==> src/rtl/tmr_pkg.sv <==
package tmr_pkg;

    // Register byte offsets; software decodes these, so they are fixed
    localparam int unsigned OFS_LOAD  = 'h00;
    localparam int unsigned OFS_CUR   = 'h04;
    localparam int unsigned OFS_CTRL  = 'h08;
    localparam int unsigned OFS_EOI   = 'h0C;
    localparam int unsigned OFS_STAT  = 'h10;
    localparam int unsigned OFS_GSTAT = 'hA0;
    localparam int unsigned OFS_GEOI  = 'hA4;
    localparam int unsigned OFS_GRAW  = 'hA8;
    localparam int unsigned OFS_VER   = 'hAC;

    // Control bit positions
    localparam int unsigned BIT_EN   = 0;
    localparam int unsigned BIT_MODE = 1;
    localparam int unsigned BIT_MASK = 2;

    typedef struct packed {
        logic mask;
        logic periodic;
        logic en;
    } ctrl_t;

endpackage

==> src/rtl/tmr_counter.sv <==
module tmr_counter #(
    parameter int CNT_W = 32
) (
    input  logic             clk,
    input  logic             rstn,
    input  logic             en,
    input  logic             periodic,
    input  logic [CNT_W-1:0] load,
    output logic [CNT_W-1:0] cnt,
    output logic             expire
);

    typedef struct packed {
        logic [CNT_W-1:0] cnt;
        logic             en_prev;
    } cnt_state_t;

    cnt_state_t st_d, st_q;
    logic       start;
    logic       at_zero;

    always_comb begin
        st_d         = st_q;
        st_d.en_prev = en;
        start        = en && !st_q.en_prev;
        at_zero      = (st_q.cnt == '0);
        expire       = 1'b0;
        if (start) begin
            st_d.cnt = load;
        end else if (en) begin
            if (at_zero) begin
                expire   = 1'b1;
                st_d.cnt = periodic ? load : '1;
            end else begin
                st_d.cnt = st_q.cnt - 1'b1;
            end
        end
    end

    always_ff @(posedge clk or negedge rstn) begin
        if (!rstn) st_q <= '0;
        else       st_q <= st_d;
    end

    assign cnt = st_q.cnt;

endmodule

==> src/rtl/tmr_irq.sv <==
module tmr_irq (
    input  logic clk,
    input  logic rstn,
    input  logic expire,
    input  logic clear,
    input  logic mask,
    output logic raw,
    output logic irq
);

    typedef struct packed {
        logic flag;
    } irq_state_t;

    irq_state_t st_d, st_q;

    always_comb begin
        st_d = st_q;
        // a new expiry outranks a clear in the same cycle
        if (expire)     st_d.flag = 1'b1;
        else if (clear) st_d.flag = 1'b0;
    end

    always_ff @(posedge clk or negedge rstn) begin
        if (!rstn) st_q <= '0;
        else       st_q <= st_d;
    end

    assign raw = st_q.flag;
    assign irq = st_q.flag && !mask;

endmodule

==> src/rtl/tmr_regs.sv <==
module tmr_regs
    import tmr_pkg::*;
#(
    parameter int               DATA_W  = 32,
    parameter int               CNT_W   = 32,
    parameter int               ADDR_W  = 8,
    parameter logic [DATA_W-1:0] VERSION = 32'h0001_0200
) (
    input  logic              clk,
    input  logic              rstn,
    input  logic              psel,
    input  logic              penable,
    input  logic              pwrite,
    input  logic [ADDR_W-1:0] paddr,
    input  logic [DATA_W-1:0] pwdata,
    input  logic [CNT_W-1:0]  cnt,
    input  logic              raw,
    output ctrl_t             ctrl,
    output logic [CNT_W-1:0]  load,
    output logic              eoi_rd,
    output logic [DATA_W-1:0] prdata
);

    typedef struct packed {
        ctrl_t            ctrl;
        logic [CNT_W-1:0] load;
    } reg_state_t;

    reg_state_t        st_d, st_q;
    logic              wr_acc, rd_acc;
    logic              hit_load, hit_cur, hit_ctrl, hit_eoi, hit_stat;
    logic              hit_gstat, hit_geoi, hit_graw, hit_ver;
    logic              masked;
    logic [DATA_W-1:0] cnt_ext, load_ext, ctrl_ext;

    always_comb begin
        hit_load  = (paddr == ADDR_W'(OFS_LOAD));
        hit_cur   = (paddr == ADDR_W'(OFS_CUR));
        hit_ctrl  = (paddr == ADDR_W'(OFS_CTRL));
        hit_eoi   = (paddr == ADDR_W'(OFS_EOI));
        hit_stat  = (paddr == ADDR_W'(OFS_STAT));
        hit_gstat = (paddr == ADDR_W'(OFS_GSTAT));
        hit_geoi  = (paddr == ADDR_W'(OFS_GEOI));
        hit_graw  = (paddr == ADDR_W'(OFS_GRAW));
        hit_ver   = (paddr == ADDR_W'(OFS_VER));
    end

    always_comb begin
        wr_acc = psel && penable && pwrite;
        rd_acc = psel && penable && !pwrite;
        st_d   = st_q;
        if (wr_acc && hit_ctrl) begin
            st_d.ctrl.en       = pwdata[BIT_EN];
            st_d.ctrl.periodic = pwdata[BIT_MODE];
            st_d.ctrl.mask     = pwdata[BIT_MASK];
        end
        if (wr_acc && hit_load) begin
            st_d.load = pwdata[CNT_W-1:0];
        end
        eoi_rd = rd_acc && (hit_eoi || hit_geoi);
    end

    always_ff @(posedge clk or negedge rstn) begin
        if (!rstn) st_q <= '0;
        else       st_q <= st_d;
    end

    always_comb begin
        cnt_ext                  = '0;
        cnt_ext[CNT_W-1:0]       = cnt;
        load_ext                 = '0;
        load_ext[CNT_W-1:0]      = st_q.load;
        ctrl_ext                 = '0;
        ctrl_ext[BIT_EN]         = st_q.ctrl.en;
        ctrl_ext[BIT_MODE]       = st_q.ctrl.periodic;
        ctrl_ext[BIT_MASK]       = st_q.ctrl.mask;
        masked                   = raw && !st_q.ctrl.mask;
        prdata                   = '0;
        if (rd_acc) begin
            if (hit_load)                   prdata = load_ext;
            else if (hit_cur)               prdata = cnt_ext;
            else if (hit_ctrl)              prdata = ctrl_ext;
            else if (hit_stat || hit_gstat) prdata[0] = masked;
            else if (hit_graw)              prdata[0] = raw;
            else if (hit_ver)               prdata = VERSION;
        end
    end

    assign ctrl = st_q.ctrl;
    assign load = st_q.load;

endmodule

==> src/rtl/tick_timer_apb.sv <==
module tick_timer_apb
    import tmr_pkg::*;
#(
    parameter int               DATA_W  = 32,
    parameter int               CNT_W   = 32,
    parameter int               ADDR_W  = 8,
    parameter logic [DATA_W-1:0] VERSION = 32'h0001_0200
) (
    input  logic              pclk,
    input  logic              presetn,
    input  logic              psel,
    input  logic              penable,
    input  logic              pwrite,
    input  logic [ADDR_W-1:0] paddr,
    input  logic [DATA_W-1:0] pwdata,
    output logic [DATA_W-1:0] prdata,
    output logic              pready,
    output logic              pslverr,
    output logic              timer_irq
);

    ctrl_t            ctrl;
    logic             ctrl_en, ctrl_per, ctrl_mask;
    logic [CNT_W-1:0] load_val;
    logic [CNT_W-1:0] cnt_val;
    logic             expire;
    logic             eoi_rd;
    logic             raw_flag;

    assign ctrl_en   = ctrl.en;
    assign ctrl_per  = ctrl.periodic;
    assign ctrl_mask = ctrl.mask;

    tmr_regs #(
        .DATA_W (DATA_W),
        .CNT_W  (CNT_W),
        .ADDR_W (ADDR_W),
        .VERSION(VERSION)
    ) u_regs (
        .clk    (pclk),
        .rstn   (presetn),
        .psel   (psel),
        .penable(penable),
        .pwrite (pwrite),
        .paddr  (paddr),
        .pwdata (pwdata),
        .cnt    (cnt_val),
        .raw    (raw_flag),
        .ctrl   (ctrl),
        .load   (load_val),
        .eoi_rd (eoi_rd),
        .prdata (prdata)
    );

    tmr_counter #(
        .CNT_W(CNT_W)
    ) u_cnt (
        .clk     (pclk),
        .rstn    (presetn),
        .en      (ctrl_en),
        .periodic(ctrl_per),
        .load    (load_val),
        .cnt     (cnt_val),
        .expire  (expire)
    );

    tmr_irq u_irq (
        .clk   (pclk),
        .rstn  (presetn),
        .expire(expire),
        .clear (eoi_rd),
        .mask  (ctrl_mask),
        .raw   (raw_flag),
        .irq   (timer_irq)
    );

    assign pready  = 1'b1;
    assign pslverr = 1'b0;

endmodule

==> config.mk <==
export PLATFORM = sky130hd
export DESIGN_NAME = tick_timer_apb
export DESIGN_NICKNAME = d
export VERILOG_FILES = /design/src/rtl/tmr_pkg.sv /design/src/rtl/tmr_counter.sv /design/src/rtl/tmr_irq.sv /design/src/rtl/tmr_regs.sv /design/src/rtl/tick_timer_apb.sv
export SDC_FILE = /design/constraint.sdc
export NUM_CORES = 1
export LEC_CHECK = 0
export BUFFER_PORTS_ARGS = -buffer_cell sky130_fd_sc_hd__buf_2
export CAP_MARGIN = 10
export CORE_AREA = 2 2 73 128
export DETAILED_ROUTE_END_ITERATION = 8
export DIE_AREA = 0 0 75 130
export GPL_TIMING_DRIVEN = 1
export HOLD_SLACK_MARGIN = 0.02
export PLACE_DENSITY_LB_ADDON = 0.15
export SYNTH_ARGS = -nofsm -noshare
export SYNTH_HDL_FRONTEND = slang
export SYNTH_SLANG_ARGS = --single-unit
==> constraint.sdc <==
create_clock -name pclk -period 2.05 [get_ports pclk]
set_input_delay 0.1025 -clock pclk [delete_from_list [all_inputs] [get_ports pclk]]
set_output_delay 0.1025 -clock pclk [all_outputs]
set_load 0.02 [all_outputs]
==> impl_metrics.json, run 1 <==
{
  "status": "complete, but fails checks",
  "violations": "negative setup slack",
  "grt_max_degree": 70,
  "use_met3": 0.0402,
  "final_antenna_net_count": 0,
  "crit_path_top_delay_cell": "or4_4",
  "layout_setup_ws_ns": -0.111,
  "synth_top_family_by_area": "simple AND/OR/NAND/NOR gates",
  "crit_path_end_kind": "flop",
  "synth_ff_type": "dfrtp_1",
  "maxCapViolations": 0,
  "cts.sinks": 69,
  "diodes": 0,
  "path_delay_family": "simple AND/OR/NAND/NOR gates",
  "cp_max_fo": 4,
  "pwr-share-comb": 0.389,
  "cts_buffers": 9,
  "p_sw_uw": 2030,
  "arrival_ns": 2.38,
  "synth_area_leaders": "dfrtp_1 (40%), mux2_2 (8.8%), a22oi_1 (5.0%)",
  "drv_slew": 0,
  "synth-edff-count": 0,
  "yosysSeqAreaShare": 0.396,
  "swShare": 0.336,
  "synth-compound-area-share": 0.209,
  "critPathRequiredTime_ns": 2.27,
  "firstDrtPassIters": 6,
  "met2_usage": 0.554,
  "grt.busiest_layer": "met2",
  "cts_max_path_buffers": 2,
  "cts_root_buffer": "clkbuf_16",
  "synthTopCellsByCount": "dfrtp_1 (69), nor2_1 (52), mux2_2 (34), a22oi_1 (29), clkbuf_1 (27)",
  "ir_worst_vdd_v": 0.000644,
  "p_per_area_nw_per_um2": 918,
  "cts_tree": "built",
  "dp.final_hpwl_um": 10300,
  "row_count": 46,
  "avgViaCountPerCell": 6.09,
  "p_seq_frac": 0.323,
  "start_kind": "flop",
  "synth-adder-area-share": 0.00574,
  "grtUsageMet1": 0.365,
  "wl_um": 15200,
  "yosysTopAreaCell": "dfrtp_1",
  "slowest_delay_ns": 0.53,
  "yosys_register_bits": 69,
  "synth-xor-area-share": 0.00402,
  "synthSimpleGateAreaFrac": 0.237,
  "final.min_clock_period_ns": 2.16,
  "synth_mux_area_frac": 0.0993,
  "cell_internal_pwr_uw": 4010,
  "path_buf_inv": 0,
  "htreeDepth": 3,
  "num_io_pins": 80,
  "die_area_um2": 9750,
  "total_power_uw": 6040,
  "crit_type": "flop to flop",
  "drc_errors": 0,
  "rsz0062_at_grt": "yes",
  "drive_above_1_share": 0.443,
  "die_h_um": 130,
  "dr_total_vias": 4716,
  "grt_overflow": 0,
  "grt_pass1_vias": 4684,
  "port_buffers": 77,
  "clkSlewWorstSetupHoldPaths_ns": 0.06,
  "p_clk_frac": 0.287,
  "grt_antenna_before_repair": 0,
  "wire_per_inst_um": 19.6,
  "synth_area_per_cell_um2": 9.37,
  "nets": 696,
  "grt_pass1_wl_um": 23300,
  "syn_inst": 465,
  "hold_path_class": "primary input to flop",
  "setup_viol": 19,
  "fin_util": 0.747,
  "async_reset_ff_frac": 1.00,
  "fp.dieW_um": 75,
  "fmax_ghz": 0.463,
  "synth.most_common_cell": "dfrtp_1",
  "grtUsageTotal": 0.320,
  "synth_warnings": 0,
  "skew_ns": 0.00677,
  "yosysTopAreaCellShare": 0.396,
  "syn_nets": 512,
  "netlist_area_um2": 4360,
  "core_um2": 8810,
  "synthDistinctLibCells": 66,
  "p_leak_uw": 0.00294,
  "clk_latency_ns": 0.34,
  "place_congestion": 0.986,
  "hold_violations": 0,
  "drtIter0Drc": 383,
  "post-route-period-util": 1.05,
  "initial_core_util": 0.495,
  "syn2layout_area_growth_pct": 51.0,
  "path_cells": "nor4_4, nand3b_1, or4_4, a31o_1, a2111oi_4"
}
## worst min-delay path: stages
cell,delay [ns]
buf_2,0.11
nand3_1,0.07
nor2_1,0.10
nand2_1,0.07
o21ai_0,0.06
## final cells by class
type | instances | area (µm²)
Sequential cell | 69 | 1730
Multi-Input combinational cell | 345 | 2740
Clock buffer | 11 | 253
Tap cell | 120 | 150
Timing Repair Buffer | 210 | 1570
Fill cell | 657 | 2220
Inverter | 14 | 52.6
Clock inverter | 5 | 81.3
## sequential cells by signal, indices dropped and copies added, names as in the netlist
name	flops
u_cnt.st_q	1
u_irq.raw	1
u_regs.ctrl	3
u_regs.load	32
u_cnt.cnt	32
## cell usage in the layout (no fill, tap or decap), drive strengths merged, types with 4 or more instances in the layout
| master | netlist | routed |
|---|---|---|
| a211oi | 7 | 7 |
| nor3 | 14 | 14 |
| or2 | 6 | 6 |
| o211a | 4 | 4 |
| o21a | 5 | 5 |
| a221oi | 5 | 5 |
| o22ai | 6 | 6 |
| nand2 | 25 | 25 |
| o21ai | 12 | 12 |
| or3 | 10 | 10 |
| inv | 14 | 15 |
| clkbuf | 28 | 11 |
| nor4 | 25 | 25 |
| mux2i | 5 | 5 |
| a21oi | 14 | 14 |
| a22oi | 29 | 29 |
| nand3 | 12 | 12 |
| nand4 | 13 | 13 |
| nor2 | 52 | 52 |
| dlygate4sd3 | 0 | 33 |
| buf | 9 | 177 |
| o221a | 13 | 13 |
| dfrtp | 69 | 69 |
| and4 | 4 | 4 |
| mux2 | 34 | 34 |
## power by group through the flow
stage	clock [µW]	sequential [µW]	combinational (µW)
2_1_floorplan	0	2040	938
3_3_place_gp	0	1940	1970
3_5_place_dp	0	1950	2000
4_1_cts	1760	1950	2140
5_1_grt	1800	1980	2520
6_report	1730	1950	2350
## stage by stage
step	worst slack, ns	cell area [µm²]	instances	TNS, ns	hold WS [ns]
floorplan	-0.0483	4430	465	-0.248	-0.193
global placement	-0.126	5500	715	-0.449	0.151
detailed placement	-0.169	5500	715	-1.66	0.158
CTS	-0.0932	6380	771	-0.947	0.223
global route	-0.194	6580	774	-2.99	0.265
finish	-0.111	6580	774	-0.743	0.232
## per-layer routing
layer	vias to the layer above	share of wire
li1	2148	-
met1	2301	0.37
met2	200	0.53
met3	67	0.046
met4	0	0.054
met5	-	0
## cell families (layout without fill, tap and decap cells)
group                      count (synthesis)  after routing
DFF                                       69             69
adders and majority gates                  2              2
and+or+nand+nor                          184            184
AOI/OAI and AO/OA                        116            116
buffers and inverters                     51            240
other                                      2              2
muxes                                     39             39
xor gates and xnor gates                   2              2
## final timing paths
kind	from	to	slack, ns	depth (start not counted)
max	u_cnt.cnt[30]	u_cnt.cnt[20]	-0.11	5
min	pwrite	u_regs.ctrl[0]	0.23	5
max reg2reg	u_cnt.cnt[30]	u_cnt.cnt[20]	-0.11	5
min reg2reg	u_regs.load[28]	u_regs.load[28]	0.53	1
max in group asynchronous	presetn	u_cnt.cnt[24]	1.40	3
min in group asynchronous	presetn	u_regs.load[10]	0.32	3
## repair_timing
| action | CTS | global route |
|---|---|---|
| endpoints found under the setup margin | 30 | 32 |
| gates resized for setup | 34 | 34 |
| pin swaps | 30 | 12 |
| cloned | 0 | 1 |
| hold buffers | 33 | 0 |
| hold endpoints to repair | 104 | 0 |
| buffers inserted | 7 | 2 |
Note: power is estimated with default switching activity, not from simulation.
==> run 2: changes to the inputs <==
--- a/config.mk
+++ b/config.mk
@@ -13,6 +13,7 @@
 export GPL_TIMING_DRIVEN = 1
 export HOLD_SLACK_MARGIN = 0.02
 export PLACE_DENSITY_LB_ADDON = 0.15
+export REMOVE_ABC_BUFFERS = 1
 export SYNTH_ARGS = -nofsm -noshare
 export SYNTH_HDL_FRONTEND = slang
 export SYNTH_SLANG_ARGS = --single-unit
==> constraint.sdc (replaced) <==
create_clock -name pclk -period 2.05 [get_ports pclk]
set_input_delay 0.5125 -clock pclk [delete_from_list [all_inputs] [get_ports pclk]]
set_output_delay 0.5125 -clock pclk [all_outputs]
set_load 0.02 [all_outputs]
==> run 2 against run 1 <==
Compared with the run above:
- final cell count decreased by 1.9%
- register-to-register slack worse by 0.06 ns
- the flow still finishes with violations (negative setup slack)
- largest cell class unchanged
- fmax is 11% lower
- critical endpoint is now prdata[16]
==> impl_metrics.json, run 2 (synthesis gave the netlist of run 1 again) <==
{
  "grt_max_degree": 70,
  "core_um2": 8810,
  "relSlewSlack": 0.572,
  "hold_path_class": "primary input to async pin",
  "layout.cells.non_filler": 759,
  "cts.sinks": 69,
  "drive_above_1_share": 0.526,
  "port_buffers": 77,
  "final_cell_mix": "buf_4 (118), dfrtp_1 (69), nor2_1 (51), buf_2 (44), mux2_2 (34)",
  "crit_path_end_kind": "output pin",
  "htreeDepth": 3,
  "worstReg2RegEnd": "u_cnt.cnt[26]",
  "reg2reg_slack_ns": -0.17,
  "grt_pass1_vias": 4644,
  "num_io_pins": 80,
  "final_antenna_net_count": 0,
  "clkSlewWorstSetupHoldPaths_ns": 0.05,
  "violations": "negative setup slack",
  "critPathRequiredTime_ns": 1.54,
  "status": "complete, but fails checks",
  "cp_max_fo": 4,
  "place_congestion": 0.889,
  "grt_overflow": 0,
  "rsz0062_at_grt": "yes",
  "syn2layout_area_growth_pct": 52.1,
  "wire_per_inst_um": 20.5,
  "wl_um": 15600,
  "dr_total_vias": 4679,
  "die_h_um": 130,
  "grt_antenna_before_repair": 0,
  "nets": 682,
  "clk_latency_ns": 0.34,
  "cts_tree": "built",
  "grtUsageTotal": 0.318,
  "fmax_ghz": 0.410,
  "drtIter0Drc": 423,
  "ir_worst_vdd_v": 0.000603,
  "drv_slew": 0,
  "grt_pass1_wl_um": 23400,
  "final.min_clock_period_ns": 2.44,
  "total_power_uw": 5790,
  "hold_violations": 0,
  "arrival_ns": 1.93,
  "layout_commonest_cell": "buf_4",
  "fin_util": 0.753,
  "avgViaCountPerCell": 6.16,
  "drc_errors": 0,
  "maxCapViolations": 0,
  "dpl_worst_slack_ns": -0.528,
  "tightest_slew_ns": 0.642,
  "post-route-period-util": 1.19,
  "cts_buffers": 9,
  "start_kind": "primary input",
  "setup_viol": 96,
  "cts_max_path_buffers": 2,
  "cts_root_buffer": "clkbuf_16",
  "diodes": 0,
  "initial_core_util": 0.495,
  "firstDrtPassIters": 5,
  "cts_hold_buf": 0,
  "row_count": 46,
  "p_leak_uw": 0.00293,
  "fill_cells": 633,
  "fp.dieW_um": 75,
  "dp.final_hpwl_um": 10100,
  "crit_type": "primary input to output pin",
  "layout_setup_ws_ns": -0.388,
  "numPlacedInstances": 724,
  "die_area_um2": 9750,
  "rr_startpoint": "u_cnt.cnt[9]",
  "skew_ns": 0.00736,
  "critPathLaunch": "paddr[7]",
  "p_per_area_nw_per_um2": 873,
  "r2r_cells": 6
}
run 2: cell types whose count changed in the layout (fill, tap and decap cells not counted), sizes merged:
cell	change
buf	+18
bufinv	-2
clkbuf	+4
clkinvlp	-1
dlygate4sd3	-33
inv	-1
run 2: per-layer routing:
metal / up-vias / track usage / routed length (µm)
li1: 2113 / - / -
met1: 2282 / 0.364 / 5570
met2: 217 / 0.541 / 8370
met3: 67 / 0.0541 / 787
met4: 0 / 0.188 / 825
met5: - / 0 / 0
run 2: power by group:
part	internal, µW	switching [µW]	total [µW]	leakage, µW
clock network	909	556	1470	0.000139
registers	1670	262	1930	0.000852
logic	1210	1180	2390	0.00194
total	3780	2000	5790	0.00293
run 2: critical path, stage by stage:
cell	delay [ns]
buf_2	0.11
or3_4	0.41
o22ai_1	0.19
nand2_2	0.12
a221oi_2	0.36
buf_4	0.21
run 2: worst max path at each step:
stage | endpoint | slack, ns | depth (start not counted)
floorplan | u_regs.load[0] | -1.93 | 4
global placement | prdata[16] | -0.54 | 7
detailed placement | prdata[16] | -0.53 | 7
CTS | prdata[19] | -0.35 | 9
global route | prdata[18] | -0.43 | 9
finish | prdata[16] | -0.39 | 6
run 2: area by class of cell:
| type | instances | area, µm² | share of cell area |
|---|---|---|---|
| clock buffer | 14 | 274 | 0.0413 |
| tap | 120 | 150 | 0.0227 |
| sequential | 69 | 1730 | 0.260 |
| multi-input combinational | 345 | 2870 | 0.433 |
| clock inverter | 1 | 5.00 | 0.000755 |
| inverter | 14 | 52.6 | 0.00793 |
| timing repair buffer | 196 | 1550 | 0.234 |
run 2: metrics by stage:
step / setup TNS, ns / hold slack (ns) / area (µm²)
2_1_floorplan: -107.10 / 0.217 / 4200
3_3_place_gp: -31.45 / 0.513 / 5530
3_5_place_dp: -32.94 / 0.519 / 5530
4_1_cts: -13.34 / 0.208 / 6310
5_1_grt: -22.27 / 0.245 / 6630
6_report: -14.99 / 0.197 / 6630
run 2: repair_timing:
action / CTS / global route
resized for setup: 102 / 57
buffers inserted: 13 / 5
endpoints found under the setup margin: 95 / 97
gates cloned: 3 / 1
pin swaps: 46 / 22
==> run 3: changes to the inputs <==
--- a/config.mk
+++ b/config.mk
@@ -13,7 +13,6 @@
 export GPL_TIMING_DRIVEN = 1
 export HOLD_SLACK_MARGIN = 0.02
 export PLACE_DENSITY_LB_ADDON = 0.15
-export REMOVE_ABC_BUFFERS = 1
 export SYNTH_ARGS = -nofsm -noshare
 export SYNTH_HDL_FRONTEND = slang
 export SYNTH_SLANG_ARGS = --single-unit
==> run 3 against run 2 <==
Compared with the run above:
- the run ends with design-rule violations, negative setup slack left
- global-route usage is 6.5 points higher
- worst setup slack worse by 0.098 ns
- total power is 8.8% higher
- flip-flop and latch count stayed put
- design area is 11% higher
- sequential power is 2% higher
- critical path depth is 1 higher
- critical path type unchanged
- critical endpoint is now prdata[9]
==> impl_metrics.json, run 3 (synthesis gave the netlist of run 1 again) <==
{
  "total_power_uw": 6300,
  "relSlewSlack": 0.461,
  "place_congestion": 0.876,
  "path_buf_inv": 3,
  "grt_pass1_wl_um": 27900,
  "status": "complete, but fails checks",
  "core_um2": 8810,
  "fill_cells": 443,
  "p_leak_uw": 0.00310,
  "start_kind": "primary input",
  "layout_commonest_cell": "buf_4",
  "drc_errors": 1,
  "violations": "design-rule violations, negative setup slack",
  "p_per_area_nw_per_um2": 858,
  "grt_max_degree": 33,
  "skew_ns": 0.00623,
  "port_buffers": 77,
  "grt_pass1_vias": 5449,
  "grt_antenna_before_repair": 0,
  "clkSlewWorstSetupHoldPaths_ns": 0.05,
  "diodes": 0,
  "wire_per_inst_um": 24.3,
  "crit_top_cell": "buf_4",
  "arrival_ns": 2.02,
  "reg2reg_slack_ns": -0.24,
  "htreeDepth": 3,
  "whs_ns": 0.265,
  "clk_latency_ns": 0.34,
  "tightest_slew_ns": 0.808,
  "die_area_um2": 9750,
  "fp.dieW_um": 75,
  "crit_type": "primary input to output pin",
  "grtUsageTotal": 0.383,
  "maxCapViolations": 0,
  "cts_max_path_buffers": 2,
  "rsz0062_at_grt": "yes",
  "hold_path_class": "primary input to async pin",
  "crit_path_top_delay_cell": "or3_4",
  "drive_above_1_share": 0.609,
  "wl_um": 18800,
  "die_h_um": 130,
  "final_cell_mix": "buf_4 (99), dfrtp_1 (68), buf_6 (54), buf_2 (41), mux2_2 (34)",
  "drtIter0Drc": 575,
  "postPlaceCellArea_um2": 5890,
  "row_count": 46,
  "hold_violations": 0,
  "avgViaCountPerCell": 6.71,
  "ir_worst_vdd_v": 0.000654,
  "final.min_clock_period_ns": 2.54,
  "nets": 695,
  "cts_buffers": 9,
  "initial_core_util": 0.495,
  "crit_path_end_kind": "output pin",
  "layout_setup_ws_ns": -0.486,
  "drv_slew": 0,
  "firstDrtPassIters": 9,
  "grt_overflow": 0,
  "slowest_delay_ns": 0.41,
  "dr_total_vias": 5184,
  "path_cells": "buf_6, or3_4, buf_4, o22ai_1, nand2_1, a221oi_2, buf_4",
  "post-route-period-util": 1.24,
  "cp_max_fo": 3,
  "critPathRequiredTime_ns": 1.54,
  "cts_tree": "built",
  "setup_viol": 96,
  "final_antenna_net_count": 0,
  "cts.sinks": 69,
  "num_io_pins": 80,
  "fmax_ghz": 0.394,
  "path_delay_family": "simple AND/OR/NAND/NOR gates",
  "cts_hold_buf": 0,
  "dp.final_hpwl_um": 10500,
  "fin_area_um2": 7340,
  "syn2layout_area_growth_pct": 68.4,
  "cts_root_buffer": "clkbuf_16"
}
-- run 3: cell types whose count changed in the layout (fill, tap and decap cells not counted), moves of 15 or more --
| cell | delta |
|---|---|
| nor2_1 | -28 |
| a22oi_1 | -17 |
| buf_6 | +29 |
| nor2_2 | +15 |
| buf_4 | -19 |
| a22oi_2 | +17 |
-- run 3: per-stage QoR --
stage          setup TNS, ns  instances  setup slack, ns   util
2_1_floorplan          -8.29        465           -0.194      -
3_3_place_gp          -24.13        724           -0.388  0.669
3_5_place_dp          -28.37        724           -0.438  0.669
4_1_cts               -13.25        772           -0.374  0.813
5_1_grt               -29.44        773           -0.517  0.833
6_report              -22.75        773           -0.486  0.833
-- run 3: worst paths after layout --
kind                                  from              end  cells after the start
max in group asynchronous          presetn  u_regs.load[17]                      2
min                                presetn    u_cnt.cnt[30]                      1
min reg2reg                u_regs.load[14]  u_regs.load[14]                      1
max reg2reg                  u_cnt.cnt[27]    u_cnt.cnt[17]                      7
max                               paddr[7]        prdata[9]                      7
min in group pclk                pwdata[0]   u_regs.ctrl[0]                      3
-- run 3: per-layer routing --
layer	up-vias	GRT usage	share of wire
met4	0	0.291	0.090
met3	162	0.0934	0.079
met1	2466	0.395	0.32
li1	2148	-	-
met5	-	0	0
met2	408	0.646	0.51
-- run 3: report_power, final --
| part | switching (µW) | internal, µW | total (µW) |
|---|---|---|---|
| registers | 304 | 1670 | 1970 |
| logic | 1310 | 1220 | 2540 |
| clock network | 599 | 1190 | 1790 |
| total | 2220 | 4080 | 6300 |
-- run 3: area by class of cell --
cell class / instances / area [µm²] / share of cell area
inverters: 14 / 52.6 / 0.00716
well taps: 120 / 150 / 0.0205
flip-flops and latches: 69 / 1730 / 0.235
multi-input cells: 345 / 3200 / 0.436
clock inverters: 6 / 111 / 0.0152
repair buffers: 209 / 1870 / 0.254
clock buffers: 10 / 229 / 0.0312
-- run 3: repair_timing --
action	CTS	global route
cloned	8	0
resized for setup	147	48
setup buffers	25	9
endpoints found under the setup margin	79	97
pin swaps	61	35
